[src/rtl/frame_rx_pkg.sv]
package frame_rx_pkg;
  localparam int unsigned FR_BYTE_W = 8;
  typedef logic [FR_BYTE_W-1:0] fr_byte_t;

  // One decoded input step
  typedef struct packed {
    logic     emit;   // payload byte to deliver
    fr_byte_t data;
    logic     first;  // first payload byte of a frame
    logic     sof;    // start sequence seen
    logic     eof;    // end sequence closed an open frame
    logic     err;    // invalid code after escape
  } fr_dec_t;
endpackage

[src/rtl/fr_escape_decoder.sv]
module fr_escape_decoder
  import frame_rx_pkg::*;
#(
  parameter fr_byte_t ESC_BYTE = 8'hA5,
  parameter fr_byte_t SOF_CODE = 8'h02,
  parameter fr_byte_t EOF_CODE = 8'h03
) (
  input  logic     clk,
  input  logic     rst,
  input  logic     step,
  input  fr_byte_t byte_in,
  output fr_dec_t  dec
);
  logic esc_pend, in_frame, first_pend;

  always_comb begin
    dec = '0;
    dec.data = byte_in;
    if (step) begin
      if (esc_pend) begin
        if (byte_in == SOF_CODE) begin
          dec.sof = 1'b1;
        end else if (byte_in == EOF_CODE) begin
          dec.eof = in_frame;
        end else if (byte_in == ESC_BYTE) begin
          dec.emit  = in_frame;
          dec.first = first_pend;
        end else begin
          dec.err = 1'b1;
        end
      end else if (byte_in != ESC_BYTE) begin
        dec.emit  = in_frame;
        dec.first = first_pend;
      end
    end
  end

  always_ff @(posedge clk) begin
    if (rst) begin
      esc_pend   <= 1'b0;
      in_frame   <= 1'b0;
      first_pend <= 1'b0;
    end else if (step) begin
      esc_pend <= !esc_pend && (byte_in == ESC_BYTE);
      if (dec.sof) begin
        in_frame   <= 1'b1;
        first_pend <= 1'b1;
      end else begin
        if (dec.eof)  in_frame   <= 1'b0;
        if (dec.emit) first_pend <= 1'b0;
      end
    end
  end
endmodule

[src/rtl/fr_crc_accum.sv]
module fr_crc_accum
  import frame_rx_pkg::*;
#(
  parameter fr_byte_t POLY_LOW = 8'h07
) (
  input  logic     clk,
  input  logic     rst,
  input  logic     clear,
  input  logic     update,
  input  fr_byte_t data,
  output fr_byte_t crc
);
  fr_byte_t nxt;

  always_comb begin
    nxt = crc;
    for (int i = FR_BYTE_W - 1; i >= 0; i--) begin
      if (nxt[FR_BYTE_W-1] ^ data[i]) nxt = {nxt[FR_BYTE_W-2:0], 1'b0} ^ POLY_LOW;
      else                            nxt = {nxt[FR_BYTE_W-2:0], 1'b0};
    end
  end

  always_ff @(posedge clk) begin
    if (rst || clear) crc <= '0;
    else if (update)  crc <= nxt;
  end
endmodule

[src/rtl/fr_out_stage.sv]
module fr_out_stage
  import frame_rx_pkg::*;
(
  input  logic     clk,
  input  logic     rst,
  input  fr_dec_t  dec,
  input  logic     out_ready,
  output logic     in_ready,
  output logic     out_valid,
  output fr_byte_t out_data,
  output logic     out_first,
  output logic     frame_end
);
  assign in_ready = !out_valid || out_ready;

  always_ff @(posedge clk) begin
    if (rst) begin
      out_valid <= 1'b0;
      out_first <= 1'b0;
      frame_end <= 1'b0;
    end else begin
      frame_end <= dec.eof;
      if (dec.emit) begin
        out_valid <= 1'b1;
        out_first <= dec.first;
      end else if (out_ready) begin
        out_valid <= 1'b0;
        out_first <= 1'b0;
      end
    end
  end

  always_ff @(posedge clk) begin
    if (dec.emit) out_data <= dec.data;
  end
endmodule

[src/rtl/frame_unstuff_rx.sv]
module frame_unstuff_rx
  import frame_rx_pkg::*;
#(
  parameter fr_byte_t ESC_BYTE = 8'hA5,
  parameter fr_byte_t SOF_CODE = 8'h02,
  parameter fr_byte_t EOF_CODE = 8'h03,
  parameter fr_byte_t POLY_LOW = 8'h07
) (
  input  logic       clk,
  input  logic       rst,
  input  logic       crc_clear,
  input  logic       in_valid,
  input  logic [7:0] in_data,
  output logic       in_ready,
  output logic       out_valid,
  output logic [7:0] out_data,
  output logic       out_first,
  input  logic       out_ready,
  output logic       frame_end,
  output logic       proto_err,
  output logic [7:0] crc_value
);
  logic    accept;
  fr_dec_t dec;

  assign accept = in_valid && in_ready;

  fr_escape_decoder #(
    .ESC_BYTE(ESC_BYTE), .SOF_CODE(SOF_CODE), .EOF_CODE(EOF_CODE)
  ) u_dec (
    .clk(clk), .rst(rst), .step(accept), .byte_in(in_data), .dec(dec)
  );

  fr_crc_accum #(.POLY_LOW(POLY_LOW)) u_crc (
    .clk(clk), .rst(rst), .clear(crc_clear), .update(dec.emit),
    .data(dec.data), .crc(crc_value)
  );

  fr_out_stage u_out (
    .clk(clk), .rst(rst), .dec(dec), .out_ready(out_ready),
    .in_ready(in_ready), .out_valid(out_valid), .out_data(out_data),
    .out_first(out_first), .frame_end(frame_end)
  );

  always_ff @(posedge clk) begin
    if (rst)          proto_err <= 1'b0;
    else if (dec.err) proto_err <= 1'b1;
  end
endmodule

[config.mk]
export PLATFORM = sky130hd
export DESIGN_NAME = frame_unstuff_rx
export DESIGN_NICKNAME = d
export VERILOG_FILES = /design/src/rtl/frame_rx_pkg.sv /design/src/rtl/fr_escape_decoder.sv /design/src/rtl/fr_crc_accum.sv /design/src/rtl/fr_out_stage.sv /design/src/rtl/frame_unstuff_rx.sv
export SDC_FILE = /design/constraint.sdc
export NUM_CORES = 1
export LEC_CHECK = 0
export ABC_AREA = 0
export BUFFER_PORTS_ARGS = -buffer_cell sky130_fd_sc_hd__buf_2
export CAP_MARGIN = 10
export CORE_MARGIN = 3
export CORE_UTILIZATION = 41
export DETAILED_ROUTE_END_ITERATION = 6
export SETUP_SLACK_MARGIN = 0.5
export SLEW_MARGIN = 30
export SYNTH_ARGS = -nofsm -noshare
export SYNTH_HDL_FRONTEND = slang
export SYNTH_SLANG_ARGS = --single-unit
[constraint.sdc]
create_clock -name clk -period 4.6 [get_ports clk]
set_input_delay 0.23 -clock clk [delete_from_list [all_inputs] [get_ports clk]]
set_output_delay 0.23 -clock clk [all_outputs]
set_load 0.02 [all_outputs]
==> impl_metrics.csv <==
group,metric,value,unit
outcome,status,"finished clean",
logic_synthesis,ys_ff_latch,23,
clock_tree,cts_hold_buf,0,
clock_tree,cts-buffers-inserted,3,
floorplanning,core,2850,sq um
logic_synthesis,synthCells,111,
global_route,grt_pass1_vias,920,
detailed_routing,wire_per_inst,15.5,um
sta,finalHoldViolCount,0,
worst_setup_path,critPathRequiredTime,4.84,ns
pwr,p_sw,0.0862,mW
worst_setup_path,crit_path_max_fanout,3,
min_path,hold_path_class,"in -> reg",
logic_synthesis,synth_ff_type,"dfxtp_1",
detailed_routing,first_pass_iters,4,
worst_setup_path,crit_arrival,1.96,ns
clock_tree,clockRootBuffer,"clkbuf_4",
global_route,track_usage,15.8,%
sta,finalSetupViolations,0,
pwr,swShare,24.4,%
detailed_routing,wl,2730,um
logic_synthesis,synthTopCellsByCount,"15 x dfxtp_1, 12 x xnor2_1, 8 x edfxtp_1, 8 x nand2_1, 7 x a21oi_1",
global_route,grt_max_degree,14,
place,gp_congestion,0.775,
final_layout,drive_gt1_share,33.1,%
final_layout,area_growth,16.7,%
sta,rsz0062_at_grt,"false",
detailed_routing,via_count,984,
sta,finalCritPeriodShare,37.2,%
sta,finClkSkew,0.00739,ns
global_route,grt_pass1_wl,4440,um
detailed_routing,drc,0,
place,io_buffers,33,
run,drv_cap,0,
logic_synthesis,synth_edf_count,8,
pwr,combPwrFrac,14.0,%
logic_synthesis,synthTopCellsByArea,"dfxtp_1 24%, edfxtp_1 19%, xnor2_1 8.3%, xnor3_1 7.1%, a21oi_1 2.8%",
floorplanning,die_w,61.7,um
floorplanning,fp.dieArea,3810,sq um
clock_tree,clock-sinks,23,
logic_synthesis,ys_types,40,
pwr,power.internal,0.267,mW
logic_synthesis,yosysTopAreaCellShare,23.6,%
final_layout,antenna_cells,0,
logic_synthesis,async_flop_share,0,%
logic_synthesis,yosysSeqAreaShare,42.5,%
sta,fin_ws,2.89,ns
sta,tns,0,ns
global_route,grt_overflow,0,
clock_tree,htree_levels,1,
floorplanning,io-pin-count,34,
worst_setup_path,cp-end-kind,"flip-flop",
logic_synthesis,syn-num-nets,124,
sta,worst_pin_slew,0.456,ns
logic_synthesis,syn_area,1270,sq um
detailed_routing,viasPerCell,5.59,
pwr,power.share.sequential,59.4,%
logic_synthesis,synth_warnings,0,
sta,drv_slew,0,
pwr,cellLeakagePower,0.592,nW
logic_synthesis,synth.most_common_cell,"dfxtp_1",
worst_setup_path,critPathLaunchType,"flip-flop",
global_route,antenna_found_initial,0,
clock_tree,cts.reportedPaths.clkPinSlew,0.13,ns
final_layout,nNetsFinal,159,
floorplanning,dieHeight,61.7,um
floorplanning,start_util,44.6,%
clock_tree,insertion_delay,0.31,ns
sta,finalCriticalPeriod,1.71,ns
place,pre_cts_slack,2.75,ns
place,hpwl,2100,um
worst_setup_path,crit_type,"reg -> reg",
clock_tree,cts_resized,0,
pwr,p_clk_share,26.6,%
clock_tree,cts_tree,"built",
logic_synthesis,yosys.area.top_type,"dfxtp_1",
clock_tree,clock_path_buffers,2,
detailed_routing,drtIter0Drc,32,
pwr,power.density,238,nW/um^2
sta,slew_headroom,69.3,%
detailed_routing,ant_nets,0,
pwr,max-vdd-ir-drop,0.0918,mV
clock_tree,cts_setup_buffers,0,
sta,fmax,584,MHz
floorplanning,rows,19,
logic_synthesis,avgSynthCellArea,11.5,sq um
state kept, by name (all words and copies together), names as in the netlist:
name / flops
u_crc.crc: 8
u_out.frame_end: 1
proto_err: 1
u_dec.first_pend: 1
u_out.out_first: 1
u_out.out_data: 8
u_dec.esc_pend: 1
u_out.out_valid: 1
u_dec.in_frame: 1
critical path, stage by stage (launching register included):
cell and delay, ns:
dfxtp_1 0.36, xnor2_1 0.38, xnor3_1 0.40, nor4_1 0.28, mux2i_1 0.22
worst paths after layout:
check                                 start  cells past startpoint                          end  slack [ns]
setup / recovery  u_crc.crc[4]$_SDFFE_PP0P_                      4    u_crc.crc[5]$_SDFFE_PP0P_        2.89
hold / removal                   in_data[4]                      1  u_out.out_data[4]$_DFFE_PP_        0.15
hold reg to reg      proto_err$_SDFFE_PP0P_                      2       proto_err$_SDFFE_PP0P_        0.46
setup reg to reg  u_crc.crc[4]$_SDFFE_PP0P_                      4    u_crc.crc[5]$_SDFFE_PP0P_        2.89
power by group through the flow:
stage | Clock (mW) | Combinational (mW) | Sequential [mW]
finish | 0.0939 | 0.0497 | 0.210
global route | 0.108 | 0.0534 | 0.210
CTS | 0.100 | 0.0496 | 0.210
detailed placement | 0 | 0.0492 | 0.215
global placement | 0 | 0.0493 | 0.215
floorplan | 0 | 0.0335 | 0.215
routing by layer:
layer / global-route usage [%] / up-vias / share of wire (%)
met5: 0 / - / 0
met4: 4.85 / 0 / 0.51
met3: 2.48 / 2 / 7.6
met2: 24.4 / 35 / 48
met1: 22.8 / 461 / 44
li1: - / 486 / -
kinds of logic after synthesis:
logic type                count (synthesis)  synth area share, %
AOI/OAI and AO/OA                        23                 13.2
xor gates and xnor gates                 21                 20.7
buffers and inverters                     7                 2.85
DFF                                      23                 42.5
muxes                                     3                 2.36
and+or+nand+nor                          34                 18.4
per-stage QoR:
stage	instance area [sq um]	hold WS, ns	utilization [%]	power, mW	instances
detailed placement	1460	0.442	51.1	0.264	172
global route	1490	0.136	52.1	0.371	176
floorplan	1270	0.329	-	0.248	111
CTS	1490	0.147	52.1	0.360	176
finish	1490	0.155	52.1	0.354	176
global placement	1460	0.441	51.1	0.264	172
cell usage in the layout, fill, tap and decap left out, drive strengths merged, types with 4 or more instances in the layout:
cell	count
a211oi	4
a21oi	7
a31oi	4
buf	33
dfxtp	15
edfxtp	8
inv	4
nand2	8
nand3	4
nor4	5
or3	6
xnor2	13
xnor3	5
cell type report:
| cell class | instances | area, sq um |
|---|---|---|
| fillers | 273 | 1370 |
| multi-input cells | 81 | 696 |
| flip-flops and latches | 23 | 541 |
| repair buffers | 33 | 165 |
| well taps | 31 | 38.8 |
| clock buffers | 3 | 22.5 |
| inverters | 4 | 17.5 |
| clock inverters | 1 | 5.00 |
Power figures use the tool's default switching activity.
